--- config.mk ---
export PLATFORM = sky130hd
export DESIGN_NAME = can_tx_reload_sel
export DESIGN_NICKNAME = d
export VERILOG_FILES = /design/src/rtl/can_txsel_pkg.sv /design/src/rtl/can_txsel_pending.sv /design/src/rtl/can_txsel_prio.sv /design/src/rtl/can_txsel_len_mux.sv /design/src/rtl/can_tx_reload_sel.sv
export SDC_FILE = /design/constraint.sdc
export NUM_CORES = 1
export LEC_CHECK = 0
export ABC_AREA = 1
export BUFFER_PORTS_ARGS = -buffer_cell sky130_fd_sc_hd__clkbuf_2
export CORE_MARGIN = 3
export CORE_UTILIZATION = 30
export CTS_BUF_LIST = sky130_fd_sc_hd__clkbuf_16
export CTS_CLUSTER_DIAMETER = 100
export DETAILED_ROUTE_END_ITERATION = 8
export SYNTH_ARGS = -nofsm -noshare
export SYNTH_HDL_FRONTEND = slang
export SYNTH_SLANG_ARGS = --single-unit
--- constraint.sdc ---
create_clock -name clk -period 2.4 [get_ports clk]
set_input_delay 0.12 -clock clk [delete_from_list [all_inputs] [get_ports clk]]
set_output_delay 0.12 -clock clk [all_outputs]
set_load 0.1 [all_outputs]
--- src/rtl/can_txsel_pkg.sv ---
package can_txsel_pkg;
  localparam int DLC_W   = 4;
  localparam int MAX_LEN = 8;
  localparam int LEN_W   = $clog2(MAX_LEN + 1);

  typedef enum logic {
    BUF_EMPTY  = 1'b0,
    BUF_LOADED = 1'b1
  } buf_state_e;

  function automatic logic [LEN_W-1:0] clamp_len(input logic [DLC_W-1:0] code);
    if (int'(code) > MAX_LEN) return LEN_W'(MAX_LEN);
    else                      return LEN_W'(code);
  endfunction
endpackage

--- src/rtl/can_txsel_pending.sv ---
module can_txsel_pending #(
  parameter int NUM_CTR = 15
) (
  input  logic               clk,
  input  logic               rst_n,
  input  logic [NUM_CTR-1:0] ready,
  input  logic [NUM_CTR-1:0] dir_tx,
  input  logic [NUM_CTR-1:0] sent,
  output logic [NUM_CTR-1:0] pending
);
  localparam logic [NUM_CTR-1:0] TX_CAPABLE = {1'b0, {(NUM_CTR-1){1'b1}}};

  logic [NUM_CTR-1:0] done_q;
  logic [NUM_CTR-1:0] done_d;
  logic [NUM_CTR-1:0] done_en;

  for (genvar g = 0; g < NUM_CTR; g++) begin : g_ctr
    // completion flag: set by a successful send, cleared once ready drops
    assign done_en[g] = sent[g] | (done_q[g] & ~ready[g]);
    assign done_d[g]  = ready[g] & (done_q[g] | sent[g]);

    always_ff @(posedge clk or negedge rst_n) begin
      if (!rst_n)           done_q[g] <= 1'b0;
      else if (done_en[g])  done_q[g] <= done_d[g];
    end

    assert_sent_drops_R7: assert property (@(posedge clk) disable iff (!rst_n)
      (sent[g] && ready[g]) |=> !pending[g])
      else $error("sent center %0d still pending", g);
  end

  assign pending = ready & dir_tx & ~done_q & TX_CAPABLE;
endmodule

--- src/rtl/can_txsel_prio.sv ---
module can_txsel_prio #(
  parameter int NUM_CTR = 15,
  localparam int IDX_W  = $clog2(NUM_CTR)
) (
  input  logic [NUM_CTR-1:0] req,
  output logic               found,
  output logic [IDX_W-1:0]   idx
);
  logic [NUM_CTR-1:0] below_mask;

  // scan from the top so the lowest set bit is written last and wins
  always_comb begin
    found = 1'b0;
    idx   = '0;
    for (int i = NUM_CTR - 1; i >= 0; i--) begin
      if (req[i]) begin
        found = 1'b1;
        idx   = IDX_W'(i);
      end
    end
  end

  always_comb begin
    for (int i = 0; i < NUM_CTR; i++) below_mask[i] = (i < int'(idx));
  end

  always_comb begin
    if (found) begin
      assert_lowest_first_R2: assert (req[idx] && ((req & below_mask) == '0))
        else $error("priority pick is not the lowest requester");
    end
  end
endmodule

--- src/rtl/can_txsel_len_mux.sv ---
module can_txsel_len_mux
  import can_txsel_pkg::*;
#(
  parameter int NUM_CTR = 15,
  localparam int IDX_W  = $clog2(NUM_CTR)
) (
  input  logic [NUM_CTR*DLC_W-1:0] dlc_flat,
  input  logic [IDX_W-1:0]         idx,
  output logic [LEN_W-1:0]         len
);
  logic [DLC_W-1:0] dlc_arr [NUM_CTR];

  for (genvar g = 0; g < NUM_CTR; g++) begin : g_unpack
    assign dlc_arr[g] = dlc_flat[g*DLC_W +: DLC_W];
  end

  always_comb begin
    if (int'(idx) < NUM_CTR) len = clamp_len(dlc_arr[idx]);
    else                     len = '0;
  end
endmodule

--- src/rtl/can_tx_reload_sel.sv ---
module can_tx_reload_sel
  import can_txsel_pkg::*;
#(
  parameter int NUM_CTR = 15
) (
  input  logic                          clk,
  input  logic                          rst_n,
  input  logic [NUM_CTR-1:0]            ctr_ready,
  input  logic [NUM_CTR-1:0]            ctr_dir_tx,
  input  logic [NUM_CTR*DLC_W-1:0]      ctr_dlc,
  input  logic                          start_req,
  input  logic                          arb_lost,
  input  logic                          bus_error,
  input  logic                          tx_done,
  output logic                          load_stb,
  output logic                          buf_valid,
  output logic [$clog2(NUM_CTR)-1:0]    sel_idx,
  output logic [LEN_W-1:0]              sel_len
);
  localparam int IDX_W = $clog2(NUM_CTR);
  localparam logic [IDX_W-1:0] RX_ONLY = IDX_W'(NUM_CTR - 1);

  buf_state_e         state_q, state_d;
  logic               load_q, load_d;
  logic [IDX_W-1:0]   sel_q, sel_d;
  logic [LEN_W-1:0]   len_q, len_d;

  logic [NUM_CTR-1:0] sent_vec;
  logic [NUM_CTR-1:0] pending;
  logic [NUM_CTR-1:0] cand;
  logic               pick_found;
  logic [IDX_W-1:0]   pick_idx;
  logic [LEN_W-1:0]   pick_len;
  logic               do_pick;

  // the center being reported as sent this cycle
  always_comb begin
    sent_vec = '0;
    if (state_q == BUF_LOADED && tx_done) sent_vec[sel_q] = 1'b1;
  end

  can_txsel_pending #(.NUM_CTR(NUM_CTR)) u_pending (
    .clk     (clk),
    .rst_n   (rst_n),
    .ready   (ctr_ready),
    .dir_tx  (ctr_dir_tx),
    .sent    (sent_vec),
    .pending (pending)
  );

  // the sent center is excluded in the same cycle its flag is being set
  assign cand = pending & ~sent_vec;

  can_txsel_prio #(.NUM_CTR(NUM_CTR)) u_prio (
    .req   (cand),
    .found (pick_found),
    .idx   (pick_idx)
  );

  can_txsel_len_mux #(.NUM_CTR(NUM_CTR)) u_len (
    .dlc_flat (ctr_dlc),
    .idx      (pick_idx),
    .len      (pick_len)
  );

  always_comb begin
    if (state_q == BUF_LOADED) do_pick = tx_done | arb_lost | bus_error;
    else                       do_pick = start_req;
  end

  always_comb begin
    state_d = state_q;
    sel_d   = sel_q;
    len_d   = len_q;
    load_d  = 1'b0;
    if (do_pick) begin
      if (pick_found) begin
        state_d = BUF_LOADED;
        load_d  = 1'b1;
        sel_d   = pick_idx;
        len_d   = pick_len;
      end else begin
        state_d = BUF_EMPTY;
        sel_d   = '0;
        len_d   = '0;
      end
    end
  end

  always_ff @(posedge clk or negedge rst_n) begin
    if (!rst_n) begin
      state_q <= BUF_EMPTY;
      sel_q   <= '0;
      len_q   <= '0;
    end else if (do_pick) begin
      state_q <= state_d;
      sel_q   <= sel_d;
      len_q   <= len_d;
    end
  end

  always_ff @(posedge clk or negedge rst_n) begin
    if (!rst_n) load_q <= 1'b0;
    else        load_q <= load_d;
  end

  assign load_stb  = load_q;
  assign buf_valid = (state_q == BUF_LOADED);
  assign sel_idx   = sel_q;
  assign sel_len   = len_q;

  assert_load_implies_valid_R2: assert property (@(posedge clk) disable iff (!rst_n)
    load_stb |-> buf_valid)
    else $error("load pulse without valid buffer");

  assert_load_was_tx_dir_R3: assert property (@(posedge clk) disable iff (!rst_n)
    load_stb |-> |(($past(ctr_dir_tx) >> sel_idx) & NUM_CTR'(1)))
    else $error("loaded a receive-direction center");

  assert_rx_only_excluded_R4: assert property (@(posedge clk) disable iff (!rst_n)
    buf_valid |-> (sel_idx != RX_ONLY))
    else $error("receive-only center selected");

  assert_arb_reload_R5: assert property (@(posedge clk) disable iff (!rst_n)
    (buf_valid && arb_lost && !tx_done) |=> (load_stb || !buf_valid))
    else $error("no reload after lost arbitration");

  assert_err_reload_R6: assert property (@(posedge clk) disable iff (!rst_n)
    (buf_valid && bus_error && !tx_done) |=> (load_stb || !buf_valid))
    else $error("no reload after bus error");

  assert_len_clamped_R8: assert property (@(posedge clk) disable iff (!rst_n)
    buf_valid |-> (int'(sel_len) <= MAX_LEN))
    else $error("selected length above limit");

  assert_load_has_cause_R10: assert property (@(posedge clk) disable iff (!rst_n)
    load_stb |-> $past(start_req || arb_lost || bus_error || tx_done))
    else $error("load pulse without any event");
endmodule

==> results.sh, run 1 <==
export IMPL_seqCellArea_sq_um=617
export IMPL_final_setup_skew_ps=4.67
export IMPL_finalMaxSlewViolations=0
export IMPL_tritoncts_num_sinks=24
export IMPL_cp_arrival_ps=2710
export IMPL_irDropWorstVdd_uv=696
export IMPL_yosysWarnings=0
export IMPL_top_post_synthesis_cells_by_area="sky130_fd_sc_hd__dfrtp_1, sky130_fd_sc_hd__nand2_1, sky130_fd_sc_hd__nand3_1"
export IMPL_worst_setup_hold_path_clk_slew_ps=60
export IMPL_clk_insertion_delay_late_ps=260
export IMPL_antenna_cells=0
export IMPL_placement_io_buffers=102
export IMPL_ioPinCount=106
export IMPL_clk_path_buf_depth=2
export IMPL_layout_cells_most_common="sky130_fd_sc_hd__clkbuf_2"
export IMPL_vias_in_the_first_global_route=2464
export IMPL_vias_per_cell=4.70
export IMPL_floorplan_core_area_sq_um=6130
export IMPL_hold_viol_final=0
export IMPL_die_height_um=87.2
export IMPL_synth_largest_type_area_fraction=0.304
export IMPL_final_cell_area_sq_um=3250
export IMPL_grt_setup_unrepaired="true"
export IMPL_worstPathRequired_ps=2550
export IMPL_number_of_flip_flops_and_latches_in_the_synthesized_netlist=24
export IMPL_timing_critical_path_from_type="flop"
export IMPL_drt_wl_total_mm=6.79
export IMPL_yosys_area_top_type="sky130_fd_sc_hd__dfrtp_1"
export IMPL_antenna_found_initial=0
export IMPL_fin_ws_ps=-163
export IMPL_synthesis_area_sq_um=1980
export IMPL_timing_critical_path_slowest_stage_cell="sky130_fd_sc_hd__dfrtp_4"
export IMPL_cts_htree_levels=1
export IMPL_drtIter0Drc=104
export IMPL_gp_congestion=0.834
export IMPL_crit_path_leading_delay_family="simple AND/OR/NAND/NOR gates"
export IMPL_leftover_overflow_at_the_end_of_global_routing=0
export IMPL_initial_utilization=0.322
export IMPL_synth_distinct_cells=31
export IMPL_timing_critical_path_to_type="flop"
export IMPL_critical_path_buf_inv_count=1
export IMPL_layout_core_utilization=0.530
export IMPL_hp_class="primary input to flop"
export IMPL_track_usage=0.178
export IMPL_layout_common_cells="sky130_fd_sc_hd__clkbuf_2, sky130_fd_sc_hd__nand2_1, sky130_fd_sc_hd__nand3_1"
export IMPL_cts_inserted_buffers=3
export IMPL_max_cap_violations=0
export IMPL_critical_path_class="flop to flop"
export IMPL_slew_headroom=0.590
export IMPL_result_of_the_run="finished with violations"
export IMPL_worst_path_largest_cell_delay_ps=560
export IMPL_share_of_layout_cells_above_drive_strength_1=0.466
export IMPL_crit_top_cell="sky130_fd_sc_hd__nand2_1"
export IMPL_power_per_cell_area_nw_per_um2=728
export IMPL_n_fill_cell=600
export IMPL_postRouteAntennaNets=0
export IMPL_critical_path_max_fanout=7
export IMPL_num_vias=2550
export IMPL_synthesis_instances=326
export IMPL_die_width_um=87.2
export IMPL_leakage_nw=1.85
export IMPL_finalNetCount=565
export IMPL_areaGrowthSynthToFinish_pct=64.5
export IMPL_post_layout_minimum_cycle_time_ps=2560
export IMPL_cts_tree="yes"
export IMPL_finalCritPeriodShare=1.07
export IMPL_grt_first_pass_wirelength_mm=11.0
export IMPL_setup_viol_count_final=4
export IMPL_mappedNetlistNets=422
export IMPL_worstMarginPinSlew_ps=616
export IMPL_layoutNonFillerInstCount=543
export IMPL_multi_input_comb_area_sq_um=1380
export IMPL_fmax_ghz=0.390
export IMPL_avgSynthCellArea_sq_um=6.06
export IMPL_placement_rows=28
export IMPL_drc=0
export IMPL_pin_count_of_the_biggest_net_entering_global_routing=26
export IMPL_violations_in_the_final_reports="negative setup slack"
export IMPL_firstDrtPassIters=4
export IMPL_dp_cells=528
export IMPL_setup_tns_ps=-565
export IMPL_post_dp_hpwl_mm=5.22
export IMPL_post_place_ws_ps=-166
export IMPL_yosysSeqAreaShare=0.304
export IMPL_wl_per_cell_um=12.5
export IMPL_dpl_instance_area_sq_um=2840
export IMPL_root_buffer="sky130_fd_sc_hd__clkbuf_16"
export IMPL_die_area_sq_um=7600
flip-flops by register name, indices dropped and copies added, names as in the netlist:
register and cells:
sel_len 4, buf_valid 1, sel_idx 4, load_stb 1, u_pending.done_q 14
what timing repair did:
action,CTS,global route
buffers inserted,3,3
gates cloned,4,0
pin swaps,5,24
gates resized for setup,29,37
hold buffers,1,0
endpoints found under the hold margin,24,0
endpoints found under the setup margin,4,4
worst paths after layout:
path / startpoint / endpoint / slack, ps / cells after the start
max reg2reg: sel_idx[1] / sel_len[1] / -160 / 25
min: ctr_ready[3] / u_pending.done_q[3] / 50 / 3
min in group asynchronous: rst_n / u_pending.done_q[3] / 410 / 2
max: sel_idx[1] / sel_len[1] / -160 / 25
min reg2reg: u_pending.done_q[6] / u_pending.done_q[6] / 480 / 2
max in group asynchronous: rst_n / sel_idx[1] / 1530 / 2
tightest hold or removal path: stages:
cell and delay (ps):
sky130_fd_sc_hd__clkbuf_2 90, sky130_fd_sc_hd__inv_1 40, sky130_fd_sc_hd__nor2_1 30
cell families (layout without fill, tap and decap cells):
kind of cell,Yosys count,count (layout),synth area share
and+or+nand+nor,226,228,0.503
buffers and inverters,53,193,0.117
DFF,24,24,0.304
AOI/OAI and AO/OA,23,23,0.0760
report_power, final:
group / switching (mW) / internal [mW]
clock network: 0.142 / 0.223
logic: 0.940 / 0.514
registers: 0.0735 / 0.476
total: 1.15 / 1.21
routing by layer:
| layer | part of all wire | vias to the layer above | global-route usage |
|---|---|---|---|
| met1 | 0.44 | 1130 | 0.234 |
| li1 | - | 1334 | - |
| met4 | 0.021 | 0 | 0.0572 |
| met5 | 0 | - | 0 |
| met2 | 0.49 | 71 | 0.306 |
| met3 | 0.049 | 15 | 0.0189 |
stage by stage:
stage	total power [mW]	hold WS, ps
final	2.37	54.8
after global routing	2.52	63.8
after CTS	2.28	52.7
after detailed placement	1.79	168
after global placement	1.78	161
after floorplan	1.39	-176
synth_stat cells, drive strengths merged:
cell type,count
nand2,105
nand3,70
nor2,44
inv,39
dfrtp,24
buf,9
a21oi,6
o21ai,6
a31o,4
a21boi,3
clkbuf,3
nor3,3
a21o,2
clkinv,2
a31oi,1
and2,1
nand3b,1
nand4,1
nor4,1
o21bai,1
cell type report:
class / count / area share
Multi-Input combinational cell: 251 / 0.426
Timing Repair Buffer: 148 / 0.279
Sequential cell: 24 / 0.190
Inverter: 41 / 0.0527
Tap cell: 75 / 0.0289
Clock buffer: 3 / 0.0231
Clock inverter: 1 / 0.00115
Note: power is estimated with default switching activity, not from simulation.
==> inputs of run 2 (changes only) <==
--- a/config.mk
+++ b/config.mk
@@ -12,6 +12,7 @@
 export CTS_BUF_LIST = sky130_fd_sc_hd__clkbuf_16
 export CTS_CLUSTER_DIAMETER = 100
 export DETAILED_ROUTE_END_ITERATION = 8
+export PLACE_DENSITY = 0.72
 export SYNTH_ARGS = -nofsm -noshare
 export SYNTH_HDL_FRONTEND = slang
 export SYNTH_SLANG_ARGS = --single-unit
==> results.sh, run 2 (synthesized netlist as in run 1, its figures left out) <==
export IMPL_clk_path_buf_depth=2
export IMPL_result_of_the_run="finished with violations"
export IMPL_critical_path_class="flop to flop"
export IMPL_worst_setup_hold_path_clk_slew_ps=60
export IMPL_crit_top_cell="sky130_fd_sc_hd__nand2_1"
export IMPL_n_fill_cell=595
export IMPL_critical_path_buf_inv_count=4
export IMPL_cts_tree="yes"
export IMPL_cts_inserted_buffers=3
export IMPL_dpl_instance_area_sq_um=2780
export IMPL_placement_rows=28
export IMPL_placement_io_buffers=102
export IMPL_worstMarginPinSlew_ps=605
export IMPL_layout_cells_most_common="sky130_fd_sc_hd__clkbuf_2"
export IMPL_violations_in_the_final_reports="negative setup slack"
export IMPL_leftover_overflow_at_the_end_of_global_routing=0
export IMPL_cp_arrival_ps=2590
export IMPL_hp_class="primary input to flop"
export IMPL_firstDrtPassIters=6
export IMPL_vias_per_cell=4.76
export IMPL_seqCellArea_sq_um=617
export IMPL_wl_per_cell_um=12.2
export IMPL_share_of_layout_cells_above_drive_strength_1=0.415
export IMPL_drc=0
export IMPL_num_vias=2570
export IMPL_largest_register_ff_count=14
export IMPL_finalCritPeriodShare=1.02
export IMPL_antenna_cells=0
export IMPL_tritoncts_num_sinks=24
export IMPL_drtIter0Drc=142
export IMPL_fmax_ghz=0.410
export IMPL_setup_tns_ps=-95.5
export IMPL_areaGrowthSynthToFinish_pct=61.2
export IMPL_finalNetCount=562
export IMPL_post_layout_minimum_cycle_time_ps=2440
export IMPL_final_cell_area_sq_um=3180
export IMPL_timing_critical_path_from_type="flop"
export IMPL_max_cap_violations=0
export IMPL_ioPinCount=106
export IMPL_final_setup_skew_ps=3.14
export IMPL_irDropWorstVdd_uv=534
export IMPL_hold_viol_final=0
export IMPL_worstPathRequired_ps=2550
export IMPL_crit_path_leading_delay_family="simple AND/OR/NAND/NOR gates"
export IMPL_drt_wl_total_mm=6.60
export IMPL_antenna_found_initial=0
export IMPL_die_area_sq_um=7600
export IMPL_fin_ws_ps=-39.1
export IMPL_gp_congestion=0.861
export IMPL_track_usage=0.176
export IMPL_slew_headroom=0.597
export IMPL_grt_first_pass_wirelength_mm=11.0
export IMPL_timing_critical_path_to_type="flop"
export IMPL_die_width_um=87.2
export IMPL_floorplan_core_area_sq_um=6130
export IMPL_die_height_um=87.2
export IMPL_finalMaxSlewViolations=0
export IMPL_vias_in_the_first_global_route=2526
export IMPL_clk_insertion_delay_late_ps=260
export IMPL_layout_core_utilization=0.519
export IMPL_postRouteAntennaNets=0
export IMPL_layout_common_cells="sky130_fd_sc_hd__clkbuf_2, sky130_fd_sc_hd__nand2_1, sky130_fd_sc_hd__nand3_1"
export IMPL_critical_path_max_fanout=7
export IMPL_grt_setup_unrepaired="true"
export IMPL_registers_top_by_ff_count="u_pending.done_q"
export IMPL_post_dp_hpwl_mm=5.05
export IMPL_worst_path_largest_cell_delay_ps=510
export IMPL_pin_count_of_the_biggest_net_entering_global_routing=25
export IMPL_timing_critical_path_slowest_stage_cell="sky130_fd_sc_hd__dfrtp_4"
export IMPL_multi_input_comb_area_sq_um=1320
export IMPL_cts_htree_levels=1
export IMPL_path_cells="nand2_8 > clkinv_2 > a31o_1 > inv_2 > nand3_1 > nand2_1 > nand2_1 > nand2_1 > nand2_1 > nand2_1 > nand2_1 > nand2_2 > nand2_8 > buf_6 > nand3b_1 > nand3_1 > nand2_1 > inv_1 > a21oi_2 > nand2_2 > nand2_1 > nand2_1"
export IMPL_leakage_nw=1.80
export IMPL_power_per_cell_area_nw_per_um2=728
export IMPL_initial_utilization=0.322
export IMPL_root_buffer="sky130_fd_sc_hd__clkbuf_16"
export IMPL_setup_viol_count_final=3
-- run 2: final timing paths --
| kind | start | endpoint | slack (ps) | cells after the start |
|---|---|---|---|---|
| min in group asynchronous | rst_n | u_pending.done_q[5] | 430 | 2 |
| worst min register to register | u_pending.done_q[7] | u_pending.done_q[7] | 490 | 2 |
| worst min-delay path | ctr_ready[6] | u_pending.done_q[6] | 60 | 3 |
| max in group asynchronous | rst_n | buf_valid | 1510 | 2 |
| worst max-delay path | buf_valid | sel_len[1] | -40 | 22 |
| worst max register to register | buf_valid | sel_len[1] | -40 | 22 |
-- run 2: stage by stage --
stage	instances	setup slack (ps)	power (mW)	hold slack, ps
after floorplan	326	-86.0	1.39	-176
after global placement	520	-143	1.74	160
after detailed placement	520	-175	1.75	155
after CTS	537	-21.7	2.28	59.3
after global routing	540	-265	2.47	63.1
final	540	-39.1	2.32	61.5
-- run 2: timing repair --
item / 4_1_cts / 5_1_grt
gates resized for setup: 32 / 6
cloned: 3 / 1
pin swaps: 20 / 7
buffers inserted: 9 / 2
hold buffers: 1 / 0
setup endpoints to repair: 4 / 5
hold endpoints to repair: 24 / 0
-- run 2: area by class of cell --
class,instances,area share
well taps,75,0.0295
clock buffers,3,0.0236
clock inverters,1,0.00118
flip-flops and latches,24,0.194
repair buffers,145,0.286
multi-input cells,251,0.415
inverters,41,0.0511
-- run 2: worst min-delay path: stages --
cell and delay [ps]:
sky130_fd_sc_hd__clkbuf_2 90, sky130_fd_sc_hd__inv_1 50, sky130_fd_sc_hd__nor2_1 40
-- run 2: per-layer routing --
layer	part of all wire	track usage	vias up	wire [um]
met3	0.050	0.0161	7	330
met4	0.012	0.0432	0	76
met5	0	0	-	0
met1	0.42	0.223	1166	2790
met2	0.52	0.322	73	3410
li1	-	-	1324	-
-- run 2: power by group --
part / total, mW / switching, mW / internal (mW)
combinational: 1.41 / 0.912 / 0.499
clock: 0.367 / 0.144 / 0.223
sequential: 0.541 / 0.0654 / 0.476
